<file path="config.mk">
export PLATFORM = sky130hd
export DESIGN_NAME = divFlagUnit
export DESIGN_NICKNAME = d
export VERILOG_FILES = /design/src/rtl/divPkg.sv /design/src/rtl/divCtrl.sv /design/src/rtl/divPath.sv /design/src/rtl/divFlagUnit.sv
export SDC_FILE = /design/constraint.sdc
export NUM_CORES = 1
export LEC_CHECK = 0
export CAP_MARGIN = 10
export CORE_ASPECT_RATIO = 1.75
export CORE_MARGIN = 2
export CORE_UTILIZATION = 30
export DETAILED_ROUTE_END_ITERATION = 12
export GPL_TIMING_DRIVEN = 1
export PLACE_DENSITY = 0.58
export SYNTH_ARGS = -nofsm -noshare
export SYNTH_HDL_FRONTEND = slang
export SYNTH_SLANG_ARGS = --single-unit
</file>
<file path="constraint.sdc">
create_clock -name clk -period 4.2 [get_ports clk]
set_clock_uncertainty 0.05 [all_clocks]
set_input_delay 0.84 -clock clk [delete_from_list [all_inputs] [get_ports clk]]
set_output_delay 0.84 -clock clk [all_outputs]
set_load 0.02 [all_outputs]
</file>
<file path="src/rtl/divPkg.sv">
package divPkg;
  typedef enum logic [2:0] {
    ST_IDLE,
    ST_RUN,
    ST_FIX,
    ST_ZERO,
    ST_OVF
  } divStateT;

  typedef struct packed {
    logic load;
    logic step;
    logic finish;
    logic ovfFix;
    logic zeroFix;
  } divStrobeT;
endpackage

</file>
<file path="src/rtl/divCtrl.sv">
module divCtrl
  import divPkg::*;
#(
  parameter int W = 32
) (
  input  logic      clk,
  input  logic      rstN,
  input  logic      start,
  input  logic      isZeroDiv,
  input  logic      isOvf,
  output divStrobeT strb,
  output logic      busy,
  output logic      done,
  output logic      quoWe,
  output logic      remWe
);
  localparam int CNT_W = $clog2(W);
  localparam logic [CNT_W-1:0] LAST_STEP = CNT_W'(W - 1);

  divStateT state, nextState;
  logic [CNT_W-1:0] stepCnt;

  always_comb begin
    strb = '0;
    nextState = state;
    case (state)
      ST_IDLE: if (start) begin
        strb.load = 1'b1;
        if (isZeroDiv)  nextState = ST_ZERO;
        else if (isOvf) nextState = ST_OVF;
        else            nextState = ST_RUN;
      end
      ST_RUN: begin
        strb.step = 1'b1;
        if (stepCnt == LAST_STEP) nextState = ST_FIX;
      end
      ST_FIX: begin
        strb.finish = 1'b1;
        nextState = ST_IDLE;
      end
      ST_ZERO: begin
        strb.zeroFix = 1'b1;
        nextState = ST_IDLE;
      end
      ST_OVF: begin
        strb.ovfFix = 1'b1;
        nextState = ST_IDLE;
      end
      default: nextState = ST_IDLE;
    endcase
  end

  always_ff @(posedge clk or negedge rstN) begin
    if (!rstN) begin
      state   <= ST_IDLE;
      stepCnt <= '0;
      done    <= 1'b0;
      quoWe   <= 1'b0;
      remWe   <= 1'b0;
    end else begin
      state   <= nextState;
      stepCnt <= strb.step ? stepCnt + 1'b1 : '0;
      done    <= strb.finish | strb.ovfFix | strb.zeroFix;
      quoWe   <= strb.finish | strb.ovfFix;
      remWe   <= strb.finish | strb.ovfFix;
    end
  end

  assign busy = (state != ST_IDLE);
endmodule

</file>
<file path="src/rtl/divPath.sv">
module divPath
  import divPkg::*;
#(
  parameter int W = 32,
  parameter int H = 16
) (
  input  logic         clk,
  input  logic         rstN,
  input  divStrobeT    strb,
  input  logic [1:0]   opSel,
  input  logic [W-1:0] dividend,
  input  logic [W-1:0] divisor,
  output logic         isZeroDiv,
  output logic         isOvf,
  output logic [W-1:0] quotient,
  output logic [W-1:0] remainder,
  output logic         flagZ,
  output logic         flagS,
  output logic         flagOv
);
  localparam logic [W-1:0] MOST_NEG = {1'b1, {(W-1){1'b0}}};

  logic         isSigned;
  logic [W-1:0] divEff, aMag, bMag, bMagReg, quoReg, remAcc;
  logic [W:0]   shifted, trial;
  logic         negQ, negR;
  logic [W-1:0] qFinal, rFinal;

  always_comb begin
    isSigned = opSel[0];
    if (opSel[1])
      divEff = isSigned ? {{(W-H){divisor[H-1]}}, divisor[H-1:0]}
                        : {{(W-H){1'b0}}, divisor[H-1:0]};
    else
      divEff = divisor;
    isZeroDiv = (divEff == '0);
    isOvf     = isSigned && (dividend == MOST_NEG) && (divEff == '1);
    aMag = (isSigned && dividend[W-1]) ? -dividend : dividend;
    bMag = (isSigned && divEff[W-1])   ? -divEff   : divEff;
    shifted = {remAcc, quoReg[W-1]};
    trial   = shifted - {1'b0, bMagReg};
    qFinal  = negQ ? -quoReg : quoReg;
    rFinal  = negR ? -remAcc : remAcc;
  end

  always_ff @(posedge clk or negedge rstN) begin
    if (!rstN) begin
      quoReg    <= '0;
      remAcc    <= '0;
      bMagReg   <= '0;
      negQ      <= 1'b0;
      negR      <= 1'b0;
      quotient  <= '0;
      remainder <= '0;
      flagZ     <= 1'b0;
      flagS     <= 1'b0;
      flagOv    <= 1'b0;
    end else begin
      if (strb.load) begin
        quoReg  <= aMag;
        remAcc  <= '0;
        bMagReg <= bMag;
        negQ    <= isSigned && (dividend[W-1] ^ divEff[W-1]);
        negR    <= isSigned && dividend[W-1];
      end
      if (strb.step) begin
        if (!trial[W]) begin
          remAcc <= trial[W-1:0];
          quoReg <= {quoReg[W-2:0], 1'b1};
        end else begin
          remAcc <= shifted[W-1:0];
          quoReg <= {quoReg[W-2:0], 1'b0};
        end
      end
      if (strb.finish) begin
        quotient  <= qFinal;
        remainder <= rFinal;
        flagZ     <= (qFinal == '0);
        flagS     <= qFinal[W-1];
        flagOv    <= 1'b0;
      end
      if (strb.ovfFix) begin
        quotient  <= MOST_NEG;
        remainder <= '0;
        flagZ     <= 1'b0;
        flagS     <= 1'b1;
        flagOv    <= 1'b1;
      end
      if (strb.zeroFix) flagOv <= 1'b1;
    end
  end
endmodule

</file>
<file path="src/rtl/divFlagUnit.sv">
module divFlagUnit
  import divPkg::*;
#(
  parameter int W = 32,
  parameter int H = 16
) (
  input  logic         clk,
  input  logic         rstN,
  input  logic         start,
  input  logic [1:0]   opSel,
  input  logic [W-1:0] dividend,
  input  logic [W-1:0] divisor,
  output logic         busy,
  output logic         done,
  output logic         quoWe,
  output logic         remWe,
  output logic [W-1:0] quotient,
  output logic [W-1:0] remainder,
  output logic         flagZ,
  output logic         flagS,
  output logic         flagOv
);
  divStrobeT strb;
  logic isZeroDiv, isOvf;

  divCtrl #(.W(W)) u_ctrl (
    .clk(clk), .rstN(rstN), .start(start),
    .isZeroDiv(isZeroDiv), .isOvf(isOvf), .strb(strb),
    .busy(busy), .done(done), .quoWe(quoWe), .remWe(remWe)
  );

  divPath #(.W(W), .H(H)) u_path (
    .clk(clk), .rstN(rstN), .strb(strb), .opSel(opSel),
    .dividend(dividend), .divisor(divisor),
    .isZeroDiv(isZeroDiv), .isOvf(isOvf),
    .quotient(quotient), .remainder(remainder),
    .flagZ(flagZ), .flagS(flagS), .flagOv(flagOv)
  );
endmodule

</file>
# Word-level counts from Yosys, hierarchy flattened
# Index checks and enable logic that the tools add are counted.
# classes
n_reduce_logical,13
n_mux,35
n_eq_ne,9
bitwise,3
n_addsub,6
# op_table
operator,n
$mux W32,15
$neg A32 Y32,4
$eq A32 B32 Y1 const B,2
$logic_not A32 Y1,2
$sub A33 B32 Y33,1
$mux W1,14
$mux W3,4
$eq A3 B2 Y1 const B,2
$pmux W3 S2,1
$reduce_bool A3 Y1,2
$add A5 B1 Y5 const B,1
$eq A5 B5 Y1 const B,1
$logic_and A1 B1 Y1,5
$mux W5,1
$reduce_bool A2 Y1,2
$eq A3 B1 Y1 const B,1
$eq A3 B3 Y1 const B,1
$logic_not A3 Y1,1
$ne A2 B1 Y1 const B,1
$ne A2 B2 Y1 const B,1
$or A1 B1 Y1,2
$reduce_and A2 Y1,1
$xor A1 B1 Y1,1
# word_totals
word_cells,80
register_bits,175
input_bits,69
output_inout_bits,71

# Longest topological paths before layout
# Gate-level depths: netlist of the first run.
# depth
word_depth,8
depth_mapped,14
depth_no_buf,12

# Cells and area by module
# From an unflattened synthesis of the first run, not the netlist that was laid out.
# hier_totals
hier_cells,1494
area_unflattened_um2,12206.7
# by_module_without_submodules
mod,area_each_um2,cells_per_inst,n_inst,seq_area_each_um2
divPath,11716.2,1450,1,4103.9
divCtrl,490.5,44,1,250.2

# Worst setup path before layout of the first run
# OpenSTA, ideal clock, no wires.
# synth_timing
kind,input -> register
start,input divisor[5]
end,register u_path.bMagReg[26]
required_time_ns,4.029
setup_time_ns,0.121
cell_stages,9
t_arrival_ns,3.144
path_buffers,0
setup_slack_ns,0.885
path_cell_list,or4_1 nor4_2 nand3_1 a211o_1 or3_1 or3_1 a31oi_1 a31oi_1 a22o_1
# synth_via
elab_chain_len,4
# synth_lines
element,line_no,rtl
start: declaration,divFlagUnit.sv:12,"input logic [W-1:0] divisor,"
$mux W32,divPath.sv:32,"divEff = isSigned ? {{(W-H){divisor[H-1]}}, divisor[H-1:0]}"
$mux W32 *,divPath.sv:31,if (opSel[1])
$neg A32 Y32 *,divPath.sv:39,bMag = (isSigned && divEff[W-1]) ? -divEff : divEff;
$mux W32 *,divPath.sv:39,
end signal: assignment,divPath.sv:62,bMagReg <= bMag;
end: declaration,divPath.sv:24,"logic [W-1:0] divEff, aMag, bMag, bMagReg, quoReg, remAcc;"
# Mark *: on every way between the ends. The rest lies on a longest branch, timed or not.
# A chain may end at the register's enable or synchronous reset.

# Worst setup path after layout of the first run
# layout_timing
start,register u_path.quoReg[31]
end,register u_path.remAcc[13]
# layout_via
elab_chain_len,3
# layout_lines
element,line_no,rtl
start: declaration,divPath.sv:24,
start signal: assignment,divPath.sv:60,quoReg <= aMag;
start signal: assignment,divPath.sv:69,"quoReg <= {quoReg[W-2:0], 1'b1};"
start signal: assignment,divPath.sv:72,"quoReg <= {quoReg[W-2:0], 1'b0};"
$sub A33 B32 Y33,divPath.sv:41,"trial = shifted - {1'b0, bMagReg};"
$mux W32,divPath.sv:67,if (!trial[W]) begin
$mux W32,divPath.sv:66,if (strb.step) begin
end signal: assignment,divPath.sv:68,remAcc <= trial[W-1:0];
end signal: assignment,divPath.sv:71,remAcc <= shifted[W-1:0];
end: declaration,divPath.sv:24,
# Every way passes these cells.

==> results.py, run 1 <==
metrics = {
    "setup_path": {
        "ff2ff_setup_slack_ns": 0.39,
        "worst_case_reg_to_reg_path_depth": 13,
        "critical_path_arrival_ns": 4.04,
        "worst-setup-path-type": "reg -> reg",
        "setup.worst_path.end_class": "register",
        "crit_chain": "inv_1 > ha_1 > fa_1 > nand2b_1 > a21oi_1 > nor2_1 > o311ai_0 > nand2_1 > o21ai_0 > a311o_2 > buf_12 > mux2i_1 > o21ai_0",
        "critical_path.max_stage_delay_ns": 0.54,
        "timing.rr.start": "u_path.quoReg[31]",
        "critical_path_required_ns": 4.43,
        "path_max_fanout": 37,
        "timing.critical_path.from_type": "register",
        "critical_path.most_common_cell": "o21ai_0",
        "critical-path-slowest-cell": "o311ai_0",
        "critical_path.reg2reg.endpoint": "u_path.remAcc[13]",
        "critPathLaunch": "u_path.quoReg[31]",
    },
    "global_route": {
        "via_count_of_the_first_global_routing_pass": 10300,
        "antenna_found_initial": 1,
        "grt.total_usage_pct": 16.8,
        "grt_max_degree": 74,
        "global_route.overflow_total": 0,
        "first_pass_grt_wire_length_um": 55300,
    },
    "synthesis": {
        "yosysWarningCount": 0,
        "synth_flop_cell": "dfrtp_1",
        "synthCells": 1409,
        "synth_enable_flop_cells": 0,
        "synth_cell_types": 71,
        "ys_async_sr_fraction_pct": 100,
        "syn_area_per_cell_um2": 8.35,
        "synth.cell_area_mm2": 0.0118,
        "synth_fp_nets": 1518,
        "yosysSeqAreaShare_pct": 37.0,
        "post_synth_main_area_contributors": "dfrtp_1 (37%), o21ai_0 (9.4%), xor2_1 (6.5%)",
        "post_synth_top_area_cell": "dfrtp_1",
        "synth_top_area_share_pct": 37.0,
        "postSynthRegisterBits": 174,
    },
    "clock_network": {
        "tritoncts": "done",
        "tritoncts_num_sinks": 174,
        "cts.path.max_buffers": 2,
        "cts.repair.resized": 0,
        "cts_inserted_buffers": 17,
        "clk-insertion-delay-late_ns": 0.46,
        "clkTransAtPathRegs_ns": 0.07,
        "postCtsSetupBuffers": 0,
        "cts-root-buf": "clkbuf_16",
        "cts.hold.buffers_added": 0,
        "cts-htree-levels": 4,
    },
    "sta": {
        "setup_repair_after_global_routing_missed_its_margin": "false",
        "final.setup.worst_slack_ns": 0.394,
        "timing.fmax_mhz": 263,
        "setup_viol": 0,
        "hold_violations": 0,
        "slew-limit-headroom_pct": 24.2,
        "worstMarginPinSlew_ns": 1.14,
        "finalMaxSlewViolations": 0,
        "setup_total_neg_slack_ns": 0,
        "finalWorstPathRequiredPeriod_ns": 3.81,
        "final.period_utilization_pct": 90.6,
    },
    "floorplan": {
        "design.core.area_mm2": 0.0389,
        "initial_core_util_pct": 30.2,
        "floorplan.die_area_mm2": 0.0409,
        "die-height_um": 266,
        "die_x_um": 154,
        "top_level_ports": 140,
        "rows": 96,
    },
    "layout": {
        "antenna_cells": 0,
        "layout.filler_cells": 4020,
        "seq_area_mm2": 0.00435,
        "areaGrowthSynthToFinish_pct": 21.5,
        "area_of_the_multi_input_gates_mm2": 0.00686,
        "final-instance-count-excl-fill": 2014,
        "drive_gt1_share_pct": 6.04,
        "design.final.nets": 1620,
    },
    "power_and_ir_drop": {
        "vdd.ir_drop.worst_uv": 496,
        "power_density_mw_per_mm2": 670,
        "p_leak_uw": 0.00582,
    },
    "place": {
        "detailed_place_hpwl_um": 26900,
        "place.gp.congestion": 0.883,
        "post-place-cells": 1982,
        "place_worst_setup_slack_ns": 0.0919,
        "numPortBuffers": 139,
    },
    "routing": {
        "first_iter_violations": 447,
        "drtPass1Iterations": 5,
        "detail_route.wl_per_cell_um": 17.0,
        "ant_nets": 0,
        "drcViolationCount": 0,
        "vias": 10400,
        "postRouteWirelength_um": 34200,
        "viasPerCell": 5.17,
    },
    "worst_hold_path": {
        "hold_class": "in -> async",
    },
    "outcome": {
        "outcome": "finished, final reports clean",
    },
    "job": {
        "maxCapViolCount": 0,
    },
}
-- stage by stage --
step	hold WS, ns	power (uW)	cell area (um^2)	util (%)
detailed placement	0.410	7970	13700	35.2
CTS	0.286	9630	14300	36.7
global route	0.304	10400	14300	36.7
finish	0.273	9580	14300	36.7
global placement	0.393	7850	13700	35.2
floorplan	0.383	6670	11800	-
-- layout make-up --
| cell class | count | share of cell area, % |
|---|---|---|
| Multi-Input combinational cell | 1088 | 48.0 |
| Timing Repair Buffer | 170 | 11.5 |
| Sequential cell | 174 | 30.5 |
| Clock inverter | 13 | 1.05 |
| Tap cell | 490 | 4.29 |
| Inverter | 60 | 1.58 |
| Clock buffer | 19 | 3.10 |
-- state kept, by name (all words and copies together) (netlist names) --
register,count
u_path.remainder,32
u_path.bMagReg,32
u_path.flagOv,1
u_ctrl.quoWe,1
u_ctrl.stepCnt,5
u_path.quotient,32
u_ctrl.done,1
u_path.quoReg,32
u_path.flagZ,1
u_path.negQ,1
u_ctrl.state,3
u_path.remAcc,32
u_path.negR,1
-- placed cells by master, fill, tap and decap left out, types with 5 or more instances in the layout --
cell / count
a31oi_1: 15
and3_1: 7
o21ai_0: 222
xor2_1: 87
ha_1: 39
nand4_1: 18
nor4_1: 9
nand2b_1: 17
nor2b_1: 11
o211ai_1: 5
buf_4: 29
clkbuf_16: 17
o31ai_1: 25
inv_6: 7
a22oi_1: 30
mux2i_1: 28
nor3_1: 19
o21bai_1: 5
inv_1: 59
nor2_1: 55
o21a_1: 5
o41ai_1: 11
a21oi_1: 57
a21o_1: 14
nand2_1: 199
clkdlybuf4s50_1: 138
or4_1: 17
nand3_1: 23
dfrtp_1: 174
and2_1: 8
or3_1: 19
xnor2_1: 60
or2_2: 6
a21boi_0: 7
-- power by group --
part | total, uW | internal [uW] | leakage, uW | switching (uW)
clock network | 1620 | 904 | 0.000286 | 720
logic | 5020 | 2270 | 0.00335 | 2750
registers | 2940 | 2150 | 0.00218 | 790
total | 9580 | 5320 | 0.00582 | 4260
-- cells in the mapped netlist, drive strengths merged, types with 7 or more instances --
library cell	n
or4	21
and3	7
or2	7
clkbuf	72
buf	15
a22oi	30
o41ai	11
nor2	56
mux2i	28
or3	19
a21oi	57
o21ai	228
xor2	87
a31oi	15
and2	8
xnor2	60
nor4	13
nand2	202
nand4	18
nand2b	18
o31ai	27
inv	59
a21o	14
ha	39
nor3	21
nand3	23
dfrtp	174
a21boi	7
nor2b	11
-- how the worst max path moves through the flow --
stage                         end  slack, ns
6_report        u_path.remAcc[13]       0.39
5_1_grt         u_path.remAcc[13]       0.19
4_1_cts         u_path.remAcc[13]       0.38
3_5_place_dp   u_path.bMagReg[30]       0.09
3_3_place_gp   u_path.bMagReg[30]       0.09
2_1_floorplan  u_path.bMagReg[26]       0.88
-- worst max-delay path: cells and delay by family (launching register included) --
| family | cells | cell delay, ns |
|---|---|---|
| flip-flops | 1 | 0.39 |
| multiplexers | 1 | 0.21 |
| AO/OA/AOI/OAI | 5 | 1.41 |
| buffers and inverters | 2 | 0.31 |
| adder cells (fa/ha/maj) | 2 | 0.60 |
| AND/OR/NAND/NOR | 3 | 0.62 |
-- layer usage --
| layer | routed length (um) | global-route usage [%] |
|---|---|---|
| met1 | 13700 | 19.2 |
| met2 | 18400 | 31.1 |
| met4 | 1010 | 6.20 |
| met5 | 13 | 0 |
| met3 | 1150 | 2.86 |
-- kinds of logic (layout without fill, tap and decap cells) --
kind of cell	count (synthesis)	after routing	synth area share [%]
AOI/OAI and AO/OA	445	445	22.9
xor gates and xnor gates	147	147	10.9
adders and majority gates	40	40	4.32
buffers and inverters	147	262	4.90
DFF	174	174	37.0
muxes	29	29	2.48
and+or+nand+nor	427	427	17.4
Note: power is estimated with default switching activity, not from simulation.
==> run 2, diff against run 1 <==
ABC_AREA = 0   (was not set)
CAP_MARGIN = 15   (was 10)
CORE_UTILIZATION = 57   (was 30)
PLACE_DENSITY = 0.91   (was 0.58)
==> run 2 against run 1 <==
Compared with the run above:
- sequential share of layout area up 0.61 points
- non-clock buffer count down 6
- clock power up 8%
- via count up 5.7%
- worst setup slack better by 0.057 ns
- critical path depth down 1
- sequential power about the same
==> results.py, run 2 (synthesized netlist as in run 1, its figures left out) <==
metrics = {
    "routing": {
        "viasPerCell": 6.23,
        "first_iter_violations": 1081,
        "drtPass1Iterations": 6,
        "drcViolationCount": 0,
        "ant_nets": 0,
        "vias": 11000,
        "detail_route.wl_per_cell_um": 18.7,
        "postRouteWirelength_um": 33000,
    },
    "clock_network": {
        "cts.path.max_buffers": 2,
        "clkTransAtPathRegs_ns": 0.06,
        "tritoncts_num_sinks": 174,
        "clk-insertion-delay-late_ns": 0.43,
        "cts-root-buf": "clkbuf_16",
        "cts.repair.resized": 0,
        "cts-htree-levels": 4,
        "cts_inserted_buffers": 17,
        "cts.hold.buffers_added": 0,
        "postCtsSetupBuffers": 0,
        "tritoncts": "done",
    },
    "sta": {
        "slew-limit-headroom_pct": 23.5,
        "timing.fmax_mhz": 267,
        "worstMarginPinSlew_ns": 1.15,
        "setup_repair_after_global_routing_missed_its_margin": "false",
        "finalMaxSlewViolations": 0,
        "timing.hold.ws_ns": 0.405,
        "finalWorstPathRequiredPeriod_ns": 3.75,
        "setup_viol": 0,
        "hold_violations": 0,
        "final.period_utilization_pct": 89.3,
        "setup_total_neg_slack_ns": 0,
    },
    "layout": {
        "drive_gt1_share_pct": 5.67,
        "final_util_pct": 69.1,
        "layout.cells.most_common": "o21ai_0",
        "areaGrowthSynthToFinish_pct": 19.1,
        "final_cell_mix": "o21ai_0 (222), nand2_1 (199), dfrtp_1 (174)",
        "design.final.nets": 1614,
    },
    "outcome": {
        "outcome": "finished, final reports clean",
    },
    "global_route": {
        "antenna_found_initial": 1,
        "grt_max_degree": 90,
        "grt.total_usage_pct": 30.3,
        "first_pass_grt_wire_length_um": 53500,
        "global_route.overflow_total": 0,
        "via_count_of_the_first_global_routing_pass": 10800,
    },
    "power_and_ir_drop": {
        "p_sw_share_pct": 44.0,
        "p_leak_uw": 0.00582,
        "clock_power_share_pct": 17.8,
        "pwr-share-comb_pct": 52.4,
        "power_frac_seq_pct": 29.8,
        "internal-power_uw": 5500,
        "netSwitchingPower_uw": 4320,
        "vdd.ir_drop.worst_uv": 420,
        "power_density_mw_per_mm2": 700,
    },
    "setup_path": {
        "critical_path.most_common_cell": "o21ai_0",
        "critical_path_arrival_ns": 3.96,
        "path_max_fanout": 37,
        "worst-setup-path-type": "reg -> reg",
        "crit_chain": "inv_1 > fa_1 > nand2b_1 > a21oi_1 > nor2_1 > o311ai_0 > nand2_1 > o21ai_0 > a311o_2 > buf_12 > mux2i_1 > o21ai_0",
        "timing.critical_path.from_type": "register",
        "setup.worst_path.end_class": "register",
        "critical_path_required_ns": 4.41,
        "critical-path-slowest-cell": "dfrtp_1",
        "critical_path.max_stage_delay_ns": 0.47,
    },
    "floorplan": {
        "initial_core_util_pct": 58.0,
        "design.core.area_mm2": 0.0203,
        "floorplan.die_area_mm2": 0.0219,
        "rows": 69,
        "die_x_um": 113,
        "top_level_ports": 140,
        "die-height_um": 194,
    },
    "place": {
        "detailed_place_hpwl_um": 24400,
        "numPortBuffers": 139,
        "place.gp.congestion": 0.981,
    },
    "job": {
        "maxCapViolCount": 0,
    },
    "worst_hold_path": {
        "hold_class": "in -> async",
    },
}
[run 2: changes by cell type in the layout (fill, tap and decap cells not counted)]
| cell | change |
|---|---|
| inv_6 | -7 |
| clkinv_4 | +4 |
| buf_4 | -6 |
| diode_2 | +2 |
| bufinv_16 | +3 |
[run 2: power groups by stage]
stage | clock network [uW] | registers [uW] | logic (uW)
6_report | 1750 | 2920 | 5140
5_1_grt | 1830 | 2980 | 5720
4_1_cts | 1750 | 2890 | 5060
3_5_place_dp | 0 | 2910 | 4950
3_3_place_gp | 0 | 2880 | 4770
2_1_floorplan | 0 | 2560 | 4120
[run 2: routing by layer]
layer,global-route usage (%),routed length (um)
met3,4.00,1590
met1,31.6,11500
met5,0,0
met2,56.3,18000
met4,18.4,1890
[run 2: worst paths after layout]
| kind | start | endpoint | slack [ns] | cells past startpoint |
|---|---|---|---|---|
| max | u_path.remAcc[0] | u_path.remAcc[7] | 0.45 | 12 |
| min | rstN | u_path.remainder[0] | 0.40 | 1 |
| max reg2reg | u_path.remAcc[0] | u_path.remAcc[7] | 0.45 | 12 |
| min reg2reg | u_ctrl.stepCnt[0] | u_ctrl.stepCnt[0] | 0.42 | 1 |
| max in group asynchronous | rstN | u_path.quoReg[6] | 2.78 | 2 |
| min in group clk | u_ctrl.stepCnt[0] | u_ctrl.stepCnt[0] | 0.42 | 1 |
[run 2: final cells by class]
type / instances / area (um^2)
multi-input combinational: 1088 / 6860
tap: 248 / 310
timing repair buffer: 164 / 1610
fill: 1529 / 6270
clock buffer: 19 / 443
sequential: 174 / 4350
inverter: 60 / 225
antenna: 2 / 5.00
clock inverter: 13 / 214
[run 2: worst max-delay path: cells and delay by family, from the launching register on]
kind | cells | cell delay (ns)
flops | 1 | 0.47
simple gates | 3 | 0.60
compound gates | 5 | 1.29
mux | 1 | 0.27
buf+inv | 2 | 0.40
fa+ha+maj | 1 | 0.46
[run 2: per-stage QoR]
stage / cell area, um^2 / power, uW / setup WS, ns / std cells
after global routing: 14000 / 10500 / 0.215 / 1767
after floorplan: 11800 / 6670 / 0.885 / 1409
after global placement: 13400 / 7650 / 0.173 / 1734
after detailed placement: 13400 / 7860 / 0.0925 / 1734
final: 14000 / 9810 / 0.451 / 1768
after CTS: 14000 / 9700 / 0.484 / 1766
==> run 3, diff against run 2 <==
CTS_BUF_LIST = sky130_fd_sc_hd__clkbuf_4 sky130_fd_sc_hd__clkbuf_8 sky130_fd_sc_hd__clkbuf_16   (was not set)
CTS_CLUSTER_SIZE = 25   (was not set)
==> run 3 against run 2 <==
Compared with the run above:
- register-to-register slack barely moved
- non-clock buffer count did not move
- count of clock-buffer cells in the layout stayed put
- clock power hardly changed
- worst setup slack improved by 0.0013 ns
- sequential share of layout area is essentially flat
- cell count hardly changed
- critical endpoint unchanged
- maximum frequency about the same
- cell area barely moved
==> results.py, run 3 (synthesized netlist as in run 1, its figures left out) <==
metrics = {
    "sta": {
        "slew-limit-headroom_pct": 23.0,
        "timing.fmax_mhz": 267,
        "worstMarginPinSlew_ns": 1.15,
        "setup_total_neg_slack_ns": 0,
        "finalMaxSlewViolations": 0,
        "hold_violations": 0,
        "setup_repair_after_global_routing_missed_its_margin": "false",
        "setup_viol": 0,
        "finalWorstPathRequiredPeriod_ns": 3.75,
        "final.period_utilization_pct": 89.2,
    },
    "routing": {
        "ant_nets": 0,
        "drcViolationCount": 0,
        "first_iter_violations": 1186,
        "viasPerCell": 6.22,
        "drtPass1Iterations": 7,
        "postRouteWirelength_um": 33000,
        "detail_route.wl_per_cell_um": 18.7,
        "vias": 11000,
    },
    "place": {
        "place.gp.congestion": 0.981,
        "numPortBuffers": 139,
        "detailed_place_hpwl_um": 24400,
    },
    "power_and_ir_drop": {
        "clock_power_share_pct": 17.9,
        "p_sw_share_pct": 44.0,
        "power_density_mw_per_mm2": 701,
        "netSwitchingPower_uw": 4320,
        "vdd.ir_drop.worst_uv": 419,
        "pwr-share-comb_pct": 52.4,
        "p_leak_uw": 0.00582,
        "design_power_total_uw": 9830,
        "power_frac_seq_pct": 29.7,
        "internal-power_uw": 5500,
    },
    "setup_path": {
        "worst-setup-path-type": "reg -> reg",
        "critical_path_arrival_ns": 3.95,
        "critical_path_required_ns": 4.41,
        "timing.critical_path.from_type": "register",
        "setup.worst_path.end_class": "register",
        "worst_case_reg_to_reg_path_depth": 12,
        "path_max_fanout": 37,
    },
    "layout": {
        "final_util_pct": 69.1,
        "design.final.nets": 1614,
        "layout.cells.most_common": "o21ai_0",
        "drive_gt1_share_pct": 5.73,
        "areaGrowthSynthToFinish_pct": 19.1,
        "final_cell_mix": "o21ai_0 (222), nand2_1 (199), dfrtp_1 (174)",
    },
    "clock_network": {
        "tritoncts_num_sinks": 174,
        "cts-root-buf": "clkbuf_16",
        "cts_inserted_buffers": 17,
        "cts-htree-levels": 4,
        "tritoncts": "done",
        "cts.repair.resized": 0,
        "cts.path.max_buffers": 2,
        "cts.hold.buffers_added": 0,
        "clk-insertion-delay-late_ns": 0.44,
        "clkTransAtPathRegs_ns": 0.06,
        "postCtsSetupBuffers": 0,
    },
    "global_route": {
        "first_pass_grt_wire_length_um": 53500,
        "global_route.overflow_total": 0,
        "via_count_of_the_first_global_routing_pass": 10800,
        "antenna_found_initial": 1,
        "grt.total_usage_pct": 30.3,
        "grt_max_degree": 90,
    },
    "outcome": {
        "outcome": "finished, final reports clean",
    },
    "floorplan": {
        "top_level_ports": 140,
        "die-height_um": 194,
        "initial_core_util_pct": 58.0,
        "floorplan.die_area_mm2": 0.0219,
        "die_x_um": 113,
        "rows": 69,
        "design.core.area_mm2": 0.0203,
    },
    "worst_hold_path": {
        "hold_class": "in -> async",
    },
    "job": {
        "maxCapViolCount": 0,
    },
}
run 3: cell count changes in the layout (fill, tap and decap cells not counted):
cell and change:
clkbuf_1 -1, clkbuf_4 +1, diode_2 -1
run 3: metrics by stage:
step	worst slack [ns]	instance area (um^2)	hold slack (ns)	instances
floorplan	0.885	11800	0.383	1409
global placement	0.173	13400	0.393	1734
detailed placement	0.0925	13400	0.417	1734
CTS	0.484	14000	0.426	1766
global route	0.215	14000	0.450	1767
finish	0.452	14000	0.402	1767
run 3: worst paths after layout:
path | start | to | slack, ns
setup / recovery | u_path.remAcc[0] | u_path.remAcc[7] | 0.45
hold / removal | rstN | u_path.remainder[0] | 0.40
setup reg to reg | u_path.remAcc[0] | u_path.remAcc[7] | 0.45
hold reg to reg | u_ctrl.stepCnt[0] | u_ctrl.stepCnt[0] | 0.42
max in group asynchronous | rstN | u_path.quoReg[6] | 2.77
min in group clk | u_ctrl.stepCnt[0] | u_ctrl.stepCnt[0] | 0.42
run 3: metal layers:
metal / vias to the layer above / wire [um] / track usage [%]
met3: 127 / 1570 / 4.00
met2: 463 / 17900 / 56.4
met5: - / 0 / 0
met1: 5204 / 11600 / 31.6
li1: 5203 / - / -
met4: 0 / 1930 / 18.4
run 3: area by class of cell:
| class | instances | area (um^2) |
|---|---|---|
| inverters | 60 | 225 |
| clock inverters | 13 | 214 |
| flip-flops and latches | 174 | 4350 |
| well taps | 248 | 310 |
| clock buffers | 19 | 447 |
| diodes | 1 | 2.50 |
| repair buffers | 164 | 1610 |
| multi-input cells | 1088 | 6860 |
| fillers | 1528 | 6270 |
run 3: power groups by stage:
| stage | clock (uW) | sequential (uW) | combinational [uW] |
|---|---|---|---|
| 2_1_floorplan | 0 | 2560 | 4120 |
| 4_1_cts | 1760 | 2890 | 5060 |
| 3_5_place_dp | 0 | 2910 | 4950 |
| 5_1_grt | 1840 | 2980 | 5720 |
| 3_3_place_gp | 0 | 2880 | 4770 |
| 6_report | 1760 | 2920 | 5150 |
run 3: critical path, cell delays in order (launching register included):
cell and delay [ns]:
dfrtp_1 0.46, inv_1 0.17, fa_1 0.46, nand2b_1 0.19, a21oi_1 0.25, nor2_1 0.16, o311ai_0 0.40, nand2_1 0.25
o21ai_0 0.27, a311o_2 0.25, buf_12 0.23, mux2i_1 0.27, o21ai_0 0.12
